[config.mk]
export PLATFORM = sky130hd
export DESIGN_NAME = spi_regbank_slave
export DESIGN_NICKNAME = d
export VERILOG_FILES = /design/src/rtl/spi_reg_pkg.sv /design/src/rtl/spi_pin_sync.sv /design/src/rtl/spi_reg_dp.sv /design/src/rtl/spi_reg_ctl.sv /design/src/rtl/spi_regbank_slave.sv
export SDC_FILE = /design/constraint.sdc
export NUM_CORES = 1
export LEC_CHECK = 0
export ABC_CLOCK_PERIOD_IN_PS = 1950
export BUFFER_PORTS_ARGS = -buffer_cell sky130_fd_sc_hd__buf_2
export CAP_MARGIN = 10
export CELL_PAD_IN_SITES_DETAIL_PLACEMENT = 0
export CELL_PAD_IN_SITES_GLOBAL_PLACEMENT = 1
export CORE_ASPECT_RATIO = 1.1
export CORE_MARGIN = 5
export CORE_UTILIZATION = 40
export CTS_BUF_LIST = sky130_fd_sc_hd__clkbuf_4 sky130_fd_sc_hd__clkbuf_8
export CTS_CLUSTER_SIZE = 14
export DETAILED_ROUTE_END_ITERATION = 10
export GPL_ROUTABILITY_DRIVEN = 0
export PLACE_DENSITY_LB_ADDON = 0.1
export SYNTH_ARGS = -nofsm -noshare
export SYNTH_HDL_FRONTEND = slang
export SYNTH_HIERARCHICAL = 1
export SYNTH_SLANG_ARGS = --single-unit
[constraint.sdc]
create_clock -name clk -period 1.95 [get_ports clk]
set_clock_uncertainty 0.2 [all_clocks]
set_input_delay 0.2925 -clock clk [delete_from_list [all_inputs] [get_ports clk]]
set_output_delay 0.2925 -clock clk [all_outputs]
set_load 0.05 [all_outputs]
[src/rtl/spi_reg_pkg.sv]
package spi_reg_pkg;
  localparam int BYTE_W = 8;
  localparam logic [BYTE_W-1:0] CMD_STREAM_WR = 8'h80;
  localparam logic [BYTE_W-1:0] CMD_STREAM_RD = 8'h40;

  typedef enum logic [1:0] {PH_CMD, PH_ADDR, PH_DATA, PH_SKIP} phase_e;

  // strobes from control to datapath
  typedef struct packed {
    logic clear;      // select inactive: drop partial byte
    logic sampleBit;  // rising sck while selected
    logic shiftTx;    // advance output shifter
    logic loadTx;     // load output shifter from bank
    logic setAddr;    // take address byte
    logic incAddr;    // step address
    logic latchWr;    // capture write data byte
  } dpCtl_t;
endpackage

[src/rtl/spi_pin_sync.sv]
module spi_pin_sync #(
  parameter int STAGES = 2
) (
  input  logic clk,
  input  logic rstN,
  input  logic sck,
  input  logic csN,
  input  logic sdi,
  output logic csActive,
  output logic sckRise,
  output logic sckFall,
  output logic sdiBit
);
  // bit 2 = csN, bit 1 = sck, bit 0 = sdi
  logic [2:0] chain [STAGES];
  logic sckPrev;

  always_ff @(posedge clk or negedge rstN) begin
    if (!rstN) begin
      for (int i = 0; i < STAGES; i++) chain[i] <= 3'b100;
      sckPrev <= 1'b0;
    end else begin
      chain[0] <= {csN, sck, sdi};
      for (int i = 1; i < STAGES; i++) chain[i] <= chain[i-1];
      sckPrev <= chain[STAGES-1][1];
    end
  end

  assign csActive = ~chain[STAGES-1][2];
  assign sckRise  = chain[STAGES-1][1] & ~sckPrev;
  assign sckFall  = ~chain[STAGES-1][1] & sckPrev;
  assign sdiBit   = chain[STAGES-1][0];
endmodule

[src/rtl/spi_reg_dp.sv]
module spi_reg_dp
  import spi_reg_pkg::*;
#(
  parameter int ADDR_W = 8
) (
  input  logic              clk,
  input  logic              rstN,
  input  dpCtl_t            ctl,
  input  logic              sdiBit,
  input  logic [BYTE_W-1:0] rdData,
  output logic [BYTE_W-1:0] rxByte,
  output logic              lastBit,
  output logic              bitZero,
  output logic [ADDR_W-1:0] addr,
  output logic [BYTE_W-1:0] wrData,
  output logic              txBit
);
  localparam int CNT_W = $clog2(BYTE_W);
  localparam logic [CNT_W-1:0] CNT_LAST = CNT_W'(BYTE_W - 1);

  logic [BYTE_W-1:0] shiftIn;
  logic [BYTE_W-1:0] txShift;
  logic [CNT_W-1:0]  bitCnt;

  assign rxByte  = {shiftIn[BYTE_W-2:0], sdiBit};
  assign lastBit = (bitCnt == CNT_LAST);
  assign bitZero = (bitCnt == '0);
  assign txBit   = txShift[BYTE_W-1];

  always_ff @(posedge clk or negedge rstN) begin
    if (!rstN) begin
      shiftIn <= '0;
      bitCnt  <= '0;
      txShift <= '0;
    end else if (ctl.clear) begin
      shiftIn <= '0;
      bitCnt  <= '0;
      txShift <= '0;
    end else begin
      if (ctl.sampleBit) begin
        shiftIn <= rxByte;
        bitCnt  <= bitCnt + 1'b1;
      end
      if (ctl.loadTx)       txShift <= rdData;
      else if (ctl.shiftTx) txShift <= {txShift[BYTE_W-2:0], 1'b0};
    end
  end

  always_ff @(posedge clk or negedge rstN) begin
    if (!rstN) begin
      addr   <= '0;
      wrData <= '0;
    end else begin
      if (ctl.setAddr)      addr <= rxByte[ADDR_W-1:0];
      else if (ctl.incAddr) addr <= addr + 1'b1;
      if (ctl.latchWr)      wrData <= rxByte;
    end
  end


  bit_count_hold_chk: assert property (@(posedge clk) disable iff (!rstN)
    (!ctl.clear && !ctl.sampleBit) |=> bitCnt == $past(bitCnt));
endmodule

[src/rtl/spi_reg_ctl.sv]
module spi_reg_ctl
  import spi_reg_pkg::*;
(
  input  logic              clk,
  input  logic              rstN,
  input  logic              csActive,
  input  logic              sckRise,
  input  logic              sckFall,
  input  logic [BYTE_W-1:0] rxByte,
  input  logic              lastBit,
  input  logic              bitZero,
  output dpCtl_t            ctl,
  output logic              wrFire
);
  phase_e phase;
  logic   isRead;
  logic   loadPending;
  logic   byteDone;

  assign byteDone = csActive & sckRise & lastBit;

  always_comb begin
    ctl           = '0;
    ctl.clear     = ~csActive;
    ctl.sampleBit = csActive & sckRise;
    ctl.shiftTx   = csActive & sckFall & ~bitZero;
    ctl.loadTx    = loadPending;
    ctl.setAddr   = byteDone & (phase == PH_ADDR);
    ctl.incAddr   = wrFire | (byteDone & (phase == PH_DATA) & isRead);
    ctl.latchWr   = byteDone & (phase == PH_DATA) & ~isRead;
  end

  always_ff @(posedge clk or negedge rstN) begin
    if (!rstN) begin
      phase       <= PH_CMD;
      isRead      <= 1'b0;
      loadPending <= 1'b0;
      wrFire      <= 1'b0;
    end else begin
      wrFire <= ctl.latchWr;
      if (!csActive) begin
        phase       <= PH_CMD;
        isRead      <= 1'b0;
        loadPending <= 1'b0;
      end else begin
        loadPending <= byteDone & isRead &
                       ((phase == PH_ADDR) | (phase == PH_DATA));
        if (byteDone) begin
          unique case (phase)
            PH_CMD: begin
              if (rxByte == CMD_STREAM_WR) begin
                isRead <= 1'b0;
                phase  <= PH_ADDR;
              end else if (rxByte == CMD_STREAM_RD) begin
                isRead <= 1'b1;
                phase  <= PH_ADDR;
              end else begin
                phase  <= PH_SKIP;
              end
            end
            PH_ADDR: phase <= PH_DATA;
            PH_DATA: phase <= PH_DATA;
            PH_SKIP: phase <= PH_SKIP;
          endcase
        end
      end
    end
  end


  idle_phase_chk: assert property (@(posedge clk) disable iff (!rstN)
    !csActive |=> phase == PH_CMD);

  single_pulse_chk: assert property (@(posedge clk) disable iff (!rstN)
    wrFire |=> !wrFire);

  skip_quiet_chk: assert property (@(posedge clk) disable iff (!rstN)
    phase == PH_SKIP |-> !ctl.latchWr && !ctl.loadTx);

  load_read_only_chk: assert property (@(posedge clk) disable iff (!rstN)
    loadPending |-> isRead);
endmodule

[src/rtl/spi_regbank_slave.sv]
module spi_regbank_slave
  import spi_reg_pkg::*;
#(
  parameter int ADDR_W      = 8,
  parameter int SYNC_STAGES = 2
) (
  input  logic              clk,
  input  logic              rstN,
  input  logic              sck,
  input  logic              csN,
  input  logic              sdi,
  output logic              sdo,
  output logic [ADDR_W-1:0] regAddr,
  output logic [BYTE_W-1:0] regWrData,
  output logic              regWrEn,
  input  logic [BYTE_W-1:0] regRdData,
  input  logic              busWrReq,
  input  logic [ADDR_W-1:0] busWrAddr,
  input  logic [BYTE_W-1:0] busWrData,
  output logic              busWrGrant
);
  logic              csActive, sckRise, sckFall, sdiBit;
  logic [BYTE_W-1:0] rxByte, spiWrData;
  logic              lastBit, bitZero, txBit, wrFire;
  logic [ADDR_W-1:0] spiAddr;
  dpCtl_t            ctl;

  spi_pin_sync #(.STAGES(SYNC_STAGES)) i_sync (
    .clk(clk), .rstN(rstN), .sck(sck), .csN(csN), .sdi(sdi),
    .csActive(csActive), .sckRise(sckRise), .sckFall(sckFall), .sdiBit(sdiBit)
  );

  spi_reg_ctl i_ctl (
    .clk(clk), .rstN(rstN), .csActive(csActive), .sckRise(sckRise),
    .sckFall(sckFall), .rxByte(rxByte), .lastBit(lastBit), .bitZero(bitZero),
    .ctl(ctl), .wrFire(wrFire)
  );

  spi_reg_dp #(.ADDR_W(ADDR_W)) i_dp (
    .clk(clk), .rstN(rstN), .ctl(ctl), .sdiBit(sdiBit), .rdData(regRdData),
    .rxByte(rxByte), .lastBit(lastBit), .bitZero(bitZero), .addr(spiAddr),
    .wrData(spiWrData), .txBit(txBit)
  );

  // serial side wins: bus only while deselected and no serial write in flight
  assign busWrGrant = busWrReq & ~csActive & ~wrFire;
  assign regWrEn    = wrFire | busWrGrant;
  assign regAddr    = busWrGrant ? busWrAddr : spiAddr;
  assign regWrData  = busWrGrant ? busWrData : spiWrData;
  assign sdo        = csActive & txBit;


  addr_step_chk: assert property (@(posedge clk) disable iff (!rstN)
    wrFire |=> spiAddr == $past(spiAddr) + 1'b1);

  bus_yield_chk: assert property (@(posedge clk) disable iff (!rstN)
    wrFire |-> !busWrGrant && regAddr == spiAddr);
endmodule

==> results of run 1 <==
==> power by group through the flow <==
stage	clock network [mW]	registers (mW)	logic, mW
2_1_floorplan	0	0.988	0.123
3_3_place_gp	0	0.990	0.202
3_5_place_dp	0	0.990	0.204
4_1_cts	0.748	0.972	0.273
5_1_grt	0.786	0.973	0.287
6_report	0.729	0.971	0.267
==> layout make-up <==
cell class / instances / area, um^2
clock inverters: 2 / 37.5
fillers: 502 / 2410
clock buffers: 6 / 76.3
flip-flops and latches: 46 / 1150
inverters: 7 / 28.8
well taps: 77 / 96.3
repair buffers: 77 / 719
multi-input cells: 141 / 1320
==> layer usage <==
layer	vias to the layer above	GRT usage (%)	share of wire, %
li1	854	-	-
met1	826	17.7	44
met2	42	24.5	50
met3	6	3.49	4.4
met4	0	4.83	1.2
met5	-	0	0
==> what timing repair did <==
| action | in CTS | in global routing |
|---|---|---|
| hold buffers | 4 | 0 |
| pin swaps | 7 | 8 |
| setup endpoints to repair | 30 | 43 |
| cloned | 2 | 0 |
| resized for setup | 74 | 30 |
| buffers inserted | 7 | 0 |
| endpoints found under the hold margin | 16 | 0 |
==> flip-flops by register name, summed over array words and instances (netlist names) <==
name,flops
i_sync/chain,5
i_ctl/phase,2
i_dp/shiftIn,7
i_sync/sdiBit,1
i_dp/addr,8
i_ctl/isRead,1
i_ctl/loadPending,1
i_dp/wrData,8
i_dp/bitCnt,3
i_ctl/wrFire,1
i_sync/sckPrev,1
i_dp/txShift,8
==> cell families after synthesis <==
family,after synthesis
AND/OR/NAND/NOR,65
adder cells (fa/ha/maj),7
XOR/XNOR,6
flip-flops,46
buffers and inverters,20
AO/OA/AOI/OAI,15
multiplexers,48
==> worst paths after layout <==
check,start,endpoint
max reg2reg,i_dp/bitCnt[1],i_dp/addr[7]
min reg2reg,i_sync/chain[3],i_sync/sdiBit
max,i_sync/chain[2],regAddr[1]
min in group asynchronous,rstN,i_sync/chain[1]
min,regRdData[0],i_dp/txShift[0]
max in group asynchronous,rstN,i_dp/shiftIn[1]
==> cell usage in the layout, fill, tap and decap left out, types with 2 or more instances in the layout <==
cell and n:
sky130_fd_sc_hd__and2_4 2, sky130_fd_sc_hd__buf_12 3, sky130_fd_sc_hd__buf_2 29, sky130_fd_sc_hd__buf_4 12
sky130_fd_sc_hd__buf_6 17, sky130_fd_sc_hd__buf_8 11, sky130_fd_sc_hd__clkbuf_8 5, sky130_fd_sc_hd__dfrtp_1 44
sky130_fd_sc_hd__dfstp_2 2, sky130_fd_sc_hd__dlygate4sd3_1 4, sky130_fd_sc_hd__ha_1 4, sky130_fd_sc_hd__ha_4 2
sky130_fd_sc_hd__inv_1 4, sky130_fd_sc_hd__inv_2 2, sky130_fd_sc_hd__mux2_4 31, sky130_fd_sc_hd__mux2i_1 17
sky130_fd_sc_hd__nand2_1 11, sky130_fd_sc_hd__nand2_2 2, sky130_fd_sc_hd__nand3_1 5, sky130_fd_sc_hd__nand3_2 2
sky130_fd_sc_hd__nand4_1 3, sky130_fd_sc_hd__nor2_1 19, sky130_fd_sc_hd__nor2b_1 6, sky130_fd_sc_hd__o21ai_0 4
sky130_fd_sc_hd__o21ai_1 6, sky130_fd_sc_hd__or4_1 2, sky130_fd_sc_hd__xor2_1 4
==> critical path: stages (launching register included) <==
cell	delay, ns
sky130_fd_sc_hd__dfstp_2	0.53
sky130_fd_sc_hd__inv_2	0.04
sky130_fd_sc_hd__nor3b_4	0.21
sky130_fd_sc_hd__buf_6	0.16
sky130_fd_sc_hd__buf_12	0.12
sky130_fd_sc_hd__mux2_4	0.31
sky130_fd_sc_hd__buf_8	0.15
==> qor.log, run 1 <==
[status] status finished, violations left
[status] violations in the final reports negative setup slack
[global_routing] GRT Overall Usage 14.4%
[worst_setup_path] arrival time at the worst endpoint 1.83 ns
[worst_setup_path] worst path required time 1.46 ns
[clock_network] clock transition at the registers of the reported paths 0.09 ns
[synth] largest cells by area after synthesis sky130_fd_sc_hd__dfrtp_1, sky130_fd_sc_hd__mux2i_1, sky130_fd_sc_hd__mux2_2
[routing] DRC errors left 0
[worst_setup_path] startpoint type of the worst setup path flop
[timing] min setup slack post-route -0.374 ns
[synth] fraction of the yosys area taken by sequential cells 47.5%
[synth] cells after synthesis 207
[synth] Synth Area in Simple Gates 15.7%
[worst_setup_path] top fanout value on the critical path 5
[run] Max Cap Violations 0
[global_routing] vias in the first global route 1753
[placement] Post-DP HPWL 3.55 mm
[clock_network] maximum level of the CTS H-tree 2
[min_path] Hold/Removal Path Class input pin to flop
[placement] worst-case setup slack after placement -0.0655 ns
[worst_setup_path] worst reg2reg setup slack -0.14 ns
[clock_network] clock sink count 46
[global_routing] remaining global-route overflow 0
[routing] total wirelength of the detailed-routed design 5.30 mm
[synth] arithmetic-cell share of the synthesized area counting full adders, half adders and majority gates 3.61%
[die] die outline height 91.7 um
[synth] largest area contributor in the netlist sky130_fd_sc_hd__dfrtp_1
[synth] number of nets produced by synthesis 244
[synth] Avg Cell Area, Syn 11.7 um^2
[worst_setup_path] crit path capture type output pin
[placement] cell area reported after detailed placement 2860 um^2
[pwr] internal power component 1.49 mW
[timing] Slew Limit Fails 0
[clock_network] clock latency reported for the late side of the worst-skew pair 0.30 ns
[min_path] number of stages on the worst hold path 3
[timing] part of the cycle the worst path needs 119%
[layout] Finished Core Util 58.8%
[placement] count of placed standard cells including taps 337
[layout] synthesis-to-finish area growth 41.4%
[global_routing] number of antenna violations at the first check in global routing 0
[routing] detail-routed net length per standard cell 14.9 um
[timing] Final setup viols 21
[timing] worst slew margin relative to its limit 71.0%
[synth] Synth Cell Area 2430 um^2
[routing] final antenna-violating net count 0
[synth] number of flops mapped to enable cells by yosys 0
[pwr] part of the power in registers 49.4%
[routing] average vias per placed instance 4.85
[timing] Hold Violations, Final 0
[synth] Yosys Warn Count 6
[die] initial core utilization 41.6%
[die] x dimension of the die 84.3 um
[synth] synthesized flop and latch total 46
[global_routing] maximum number of pins on one net before global-route repair 32
[pwr] power spent charging and discharging nets 0.475 mW
[pwr] standby leakage power 1.63 nW
[synth] most frequent cell after synthesis sky130_fd_sc_hd__dfrtp_1
[synth] Compound-Gate Fraction of Synth Area 3.61%
[synth] prevailing post-synth register cell sky130_fd_sc_hd__dfrtp_1
[clock_network] Longest Clk Path Bufs 2
[timing] aggregate negative setup slack -5.75 ns
[worst_setup_path] number of cell instances on the worst register-to-register path 7
[synth] Post-Synth XOR/XNOR Area 2.16%
[die] Site Rows 29
[timing] Max Freq 0.430 GHz
[layout] fraction of final layout cells sized beyond drive strength 1 49.5%
[timing] setup repair after global routing missed its margin yes
[synth] main combinational cell family by area after synthesis multiplexers
[layout] final non-filler cell area 3430 um^2
[die] core area 5840 um^2
[synth] portion of synthesized cell area occupied by the leading cell type 45.4%
[synth] count of distinct cell types in the synthesized netlist 40
[synth] share of synthesized flip-flops with an asynchronous set or reset 100%
[clock_network] number of buffers added by the clock tree synthesis step 5
[pwr] Pwr Density 573 nW/um^2
[layout] count of inserted antenna diode cells 0
[timing] worst hold slack after final layout 0.0270 ns
[clock_network] TritonCTS clock tree built
[pwr] peak ir drop on the vdd network 0.410 mV
[die] I/O pin total 49
[timing] post-layout min period 2.32 ns
[timing] pin slew with the least headroom to its limit 0.435 ns
[global_routing] global-route wire length before repair 8.88 mm
[clock_network] root buf cell sky130_fd_sc_hd__clkbuf_8
[pwr] net switching fraction of the power 24.1%
[worst_setup_path] kind of critical path flop to output pin
[synth] fraction of synthesized area in multiplexers 22.8%
[layout] final cell count without fillers 356
[pwr] sum of internal, switching and leakage power 1.97 mW
[pwr] Clock power frac 37.0%
[placement] number of buffers inserted by port buffering 48
[routing] total number of vias 1728
[pwr] combinational cell fraction of total power 13.6%
[routing] drt initial violations 62
[synth] top cells by instance count after synthesis sky130_fd_sc_hd__dfrtp_1, sky130_fd_sc_hd__nor2_1, sky130_fd_sc_hd__mux2i_1
[die] Die Footprint 7730 um^2
[layout] net count reported at finish 315
[routing] detailed-routing iteration count for the pre-antenna-repair pass 4
No activity file was read; power rests on OpenSTA's default activity.
==> run 2: changes to the inputs <==
--- a/config.mk
+++ b/config.mk
@@ -5,6 +5,7 @@
 export SDC_FILE = /design/constraint.sdc
 export NUM_CORES = 1
 export LEC_CHECK = 0
+export ABC_AREA = 1
 export ABC_CLOCK_PERIOD_IN_PS = 1950
 export BUFFER_PORTS_ARGS = -buffer_cell sky130_fd_sc_hd__buf_2
 export CAP_MARGIN = 10
@@ -12,7 +13,7 @@
 export CELL_PAD_IN_SITES_GLOBAL_PLACEMENT = 1
 export CORE_ASPECT_RATIO = 1.1
 export CORE_MARGIN = 5
-export CORE_UTILIZATION = 40
+export CORE_UTILIZATION = 38
 export CTS_BUF_LIST = sky130_fd_sc_hd__clkbuf_4 sky130_fd_sc_hd__clkbuf_8
 export CTS_CLUSTER_SIZE = 14
 export DETAILED_ROUTE_END_ITERATION = 10
==> qor.log, run 2 <==
[worst_setup_path] destination of the worst register-to-register timing path i_dp/addr[5] [was i_dp/addr[7]]
[global_routing] global-route wire length before repair 10.0 mm [was 8.88 mm]
[worst_setup_path] startpoint type of the worst setup path flop [unchanged]
[clock_network] clock transition at the registers of the reported paths 0.09 ns [about the same]
[worst_setup_path] worst path required time 1.46 ns [about the same]
[pwr] Pwr Density 589 nW/um^2 [was 573 nW/um^2]
[min_path] number of stages on the worst hold path 3 [unchanged]
[global_routing] vias in the first global route 2162 [was 1753]
[routing] total wirelength of the detailed-routed design 5.83 mm [was 5.30 mm]
[synth] prevailing post-synth register cell sky130_fd_sc_hd__dfrtp_1 [unchanged]
[synth] Yosys Warn Count 6 [unchanged]
[routing] met2 wirelength from detailed routing 2.86 mm [was 2.67 mm]
[timing] worst slew margin relative to its limit 72.6% [was 71.0%]
[synth] most frequent cell after synthesis sky130_fd_sc_hd__nand2_1 [was sky130_fd_sc_hd__dfrtp_1]
[global_routing] GRT Overall Usage 15.4% [was 14.4%]
[timing] min setup slack post-route -0.124 ns [was -0.374 ns]
[die] initial core utilization 39.5% [was 41.6%]
[synth] cells after synthesis 297 [was 207]
[synth] largest cells by area after synthesis sky130_fd_sc_hd__dfrtp_1, sky130_fd_sc_hd__nand2_1, sky130_fd_sc_hd__inv_1 [was sky130_fd_sc_hd__dfrtp_1, sky130_fd_sc_hd__mux2i_1, sky130_fd_sc_hd__mux2_2]
[min_path] Hold/Removal Path Class input pin to flop [unchanged]
[routing] met1 WL 2.53 mm [was 2.34 mm]
[worst_setup_path] start of the worst register-to-register path i_sync/chain[2] [was i_dp/bitCnt[1]]
[layout] fraction of final layout cells sized beyond drive strength 1 32.1% [was 49.5%]
[routing] uppermost signal routing layer after detailed routing met4 [unchanged]
[synth] synthesized flop and latch total 46 [unchanged]
[layout] most frequent cells in the layout sky130_fd_sc_hd__nand2_1, sky130_fd_sc_hd__dfrtp_1, sky130_fd_sc_hd__inv_1, sky130_fd_sc_hd__buf_2, sky130_fd_sc_hd__nor2_1 [was sky130_fd_sc_hd__dfrtp_1, sky130_fd_sc_hd__mux2_4, sky130_fd_sc_hd__buf_2, sky130_fd_sc_hd__nor2_1]
[synth] portion of synthesized cell area occupied by the leading cell type 44.8% [was 45.4%]
[synth] Avg Cell Area, Syn 8.28 um^2 [was 11.7 um^2]
[clock_network] root buf cell sky130_fd_sc_hd__clkbuf_8 [unchanged]
[pwr] combinational cell fraction of total power 12.8% [was 13.6%]
[synth] Synth Area in Simple Gates 27.5% [was 15.7%]
[die] I/O pin total 49 [unchanged]
[synth] Compound-Gate Fraction of Synth Area 9.92% [was 3.61%]
[pwr] Clock power frac 36.9% [was 37.0%]
[clock_network] TritonCTS clock tree built [unchanged]
[run] Max Cap Violations 0 [unchanged]
[worst_setup_path] top fanout value on the critical path 6 [was 5]
[routing] average vias per placed instance 4.90 [was 4.85]
[routing] DR WL met3 371 um [was 235 um]
[die] Site Rows 30 [was 29]
[routing] detailed-routing iteration count for the pre-antenna-repair pass 4 [unchanged]
[synth] largest area contributor in the netlist sky130_fd_sc_hd__dfrtp_1 [unchanged]
[clock_network] number of buffers added by the clock tree synthesis step 5 [unchanged]
[synth] share of synthesized flip-flops with an asynchronous set or reset 100% [unchanged]
[worst_setup_path] arrival time at the worst endpoint 1.58 ns [was 1.83 ns]
[clock_network] maximum level of the CTS H-tree 2 [unchanged]
[timing] Max Freq 0.482 GHz [was 0.430 GHz]
[synth] fraction of the yosys area taken by sequential cells 46.9% [was 47.5%]
[pwr] internal power component 1.44 mW [was 1.49 mW]
[pwr] net switching fraction of the power 25.1% [was 24.1%]
[timing] setup repair after global routing missed its margin yes [unchanged]
[die] Die Footprint 8180 um^2 [was 7730 um^2]
[layout] top flop regs i_dp/addr x8, i_dp/txShift x8, i_dp/wrData x8 [unchanged]
[pwr] peak ir drop on the vdd network 0.444 mV [was 0.410 mV]
[pwr] sum of internal, switching and leakage power 1.93 mW [was 1.97 mW]
[synth] main combinational cell family by area after synthesis simple AND/OR/NAND/NOR gates [was multiplexers]
[layout] synthesis-to-finish area growth 33.0% [was 41.4%]
[worst_setup_path] kind of critical path flop to output pin [unchanged]
[synth] number of nets produced by synthesis 334 [was 244]
[placement] worst-case setup slack after placement -0.267 ns [was -0.0655 ns]
[layout] most common cell after layout, fill and taps aside sky130_fd_sc_hd__nand2_1 [was sky130_fd_sc_hd__dfrtp_1]
[placement] Post-DP HPWL 4.26 mm [was 3.55 mm]
[timing] pin slew with the least headroom to its limit 0.411 ns [was 0.435 ns]
[worst_setup_path] number of cell instances on the worst register-to-register path 11 [was 7]
[worst_setup_path] crit path capture type output pin [unchanged]
[placement] count of placed standard cells including taps 428 [was 337]
[layout] net count reported at finish 404 [was 315]
[timing] aggregate negative setup slack -1.80 ns [was -5.75 ns]
[min_path] worst min-delay path endpoint i_dp/txShift[0] [unchanged]
[timing] Final setup viols 27 [was 21]
[worst_setup_path] worst reg2reg setup slack -0.08 ns [was -0.14 ns]
[routing] drt initial violations 101 [was 62]
[pwr] power spent charging and discharging nets 0.484 mW [was 0.475 mW]
[status] violations in the final reports negative setup slack [unchanged]
[layout] final cell count without fillers 448 [was 356]
[die] core area 6230 um^2 [was 5840 um^2]
[layout] count of inserted antenna diode cells 0 [unchanged]
[global_routing] maximum number of pins on one net before global-route repair 20 [was 32]
[status] status finished, violations left [unchanged]
[synth] Post-Synth XOR/XNOR Area 0.712% [was 2.16%]
[timing] Hold Violations, Final 0 [unchanged]
[timing] part of the cycle the worst path needs 106% [was 119%]
[timing] Slew Limit Fails 0 [unchanged]
[routing] detail-routed net length per standard cell 13.0 um [was 14.9 um]
[synth] count of distinct cell types in the synthesized netlist 29 [was 40]
[pwr] part of the power in registers 50.3% [was 49.4%]
[die] die outline height 94.4 um [was 91.7 um]
[routing] total number of vias 2194 [was 1728]
[clock_network] clock latency reported for the late side of the worst-skew pair 0.30 ns [about the same]
[global_routing] number of antenna violations at the first check in global routing 0 [unchanged]
[clock_network] clock sink count 46 [unchanged]
[routing] final antenna-violating net count 0 [unchanged]
[pwr] standby leakage power 1.62 nW [was 1.63 nW]
[timing] post-layout min period 2.07 ns [was 2.32 ns]
[die] x dimension of the die 86.7 um [was 84.3 um]
[global_routing] remaining global-route overflow 0 [unchanged]
[min_path] critical hold path startpoint regRdData[0] [unchanged]
[synth] fraction of synthesized area in multiplexers 1.83% [was 22.8%]
[synth] number of flops mapped to enable cells by yosys 0 [unchanged]
[synth] arithmetic-cell share of the synthesized area counting full adders, half adders and majority gates 3.56% [was 3.61%]
[synth] top cells by instance count after synthesis sky130_fd_sc_hd__nand2_1, sky130_fd_sc_hd__dfrtp_1, sky130_fd_sc_hd__inv_1 [was sky130_fd_sc_hd__dfrtp_1, sky130_fd_sc_hd__nor2_1, sky130_fd_sc_hd__mux2i_1]
[synth] Synth Cell Area 2460 um^2 [was 2430 um^2]
[clock_network] Longest Clk Path Bufs 2 [unchanged]
[placement] number of buffers inserted by port buffering 48 [unchanged]
[routing] DRC errors left 0 [unchanged]
## run 2: changes by cell type after synthesis, moves of 5 or more
cell                      previous run  this run
sky130_fd_sc_hd__a22oi_1             0         6
sky130_fd_sc_hd__buf_4               2         7
sky130_fd_sc_hd__inv_1               7        33
sky130_fd_sc_hd__mux2_1              7         0
sky130_fd_sc_hd__mux2_2             15         4
sky130_fd_sc_hd__mux2_4              9         0
sky130_fd_sc_hd__mux2i_1            17         0
sky130_fd_sc_hd__nand2_1            13        81
sky130_fd_sc_hd__nand3_1             7        19
sky130_fd_sc_hd__nand4_1             3        17
sky130_fd_sc_hd__nor2b_1             6         0
sky130_fd_sc_hd__o21ai_0             6        12
sky130_fd_sc_hd__o22ai_1             0         8
## run 2: area by class of cell
cell class              count  area [um^2]
clock buffers               5         68.8
flip-flops and latches     46         1150
well taps                  80          100
clock inverters             3         45.0
fillers                   623         2960
repair buffers             74          598
multi-input cells         203         1160
inverters                  37          148
## run 2: power by group through the flow
stage               sequential [mW]  combinational (mW)  clock [mW]
floorplan                     0.987               0.120           0
global placement              0.989               0.203           0
detailed placement            0.989               0.202           0
CTS                           0.971               0.239       0.741
global route                  0.972               0.271       0.786
finish                        0.970               0.247       0.711
## run 2: logic make-up (layout without fill, tap and decap cells)
family,count (synthesis),count (layout)
AO/OA/AOI/OAI,40,40
multiplexers,4,4
buffers and inverters,49,119
XOR/XNOR,2,2
adder cells (fa/ha/maj),7,7
flip-flops,46,46
AND/OR/NAND/NOR,149,150
## run 2: critical path, cell delays in order (launching register included)
cell	delay [ns]
sky130_fd_sc_hd__dfstp_2	0.55
sky130_fd_sc_hd__clkinvlp_4	0.11
sky130_fd_sc_hd__buf_4	0.15
sky130_fd_sc_hd__buf_6	0.12
sky130_fd_sc_hd__buf_4	0.13
sky130_fd_sc_hd__nand2_2	0.05
sky130_fd_sc_hd__inv_1	0.04
sky130_fd_sc_hd__buf_6	0.14
## run 2: timing repair
action                                  in CTS  in global routing
cloned                                       1                  0
endpoints found under the setup margin      26                 33
hold buffers                                 4                  0
endpoints found under the hold margin       15                  0
gates resized for setup                     41                 23
setup buffers                                3                  4
pin swaps                                    7                 17
## run 2: worst max-delay path by stage
stage / endpoint / startpoint / depth (start not counted) / slack (ns)
6_report: sdo / i_sync/chain[2] / 7 / -0.12
5_1_grt: regAddr[7] / i_sync/chain[2] / 6 / -0.21
4_1_cts: regWrData[1] / i_sync/chain[2] / 6 / -0.13
3_5_place_dp: i_dp/addr[2] / i_dp/bitCnt[0] / 7 / -0.27
3_3_place_gp: i_dp/addr[2] / i_dp/bitCnt[0] / 7 / -0.20
2_1_floorplan: regAddr[5] / i_sync/chain[2] / 5 / 0.11
## run 2: through the flow
stage                     area (um^2)  hold WS [ns]  util (%)
final                            3270        0.0435      52.5
after global routing             3270        0.0633      52.5
after CTS                        3170        0.0405      50.8
after detailed placement         2850        0.0492      45.8
after global placement           2850        0.0495      45.8
after floorplan                  2460        -0.203         -
## run 2: metal layers
layer	GRT usage, %	vias up
met5	0	-
met4	4.68	0
met3	3.05	5
met2	26.5	58
met1	19.5	1011
li1	-	1120
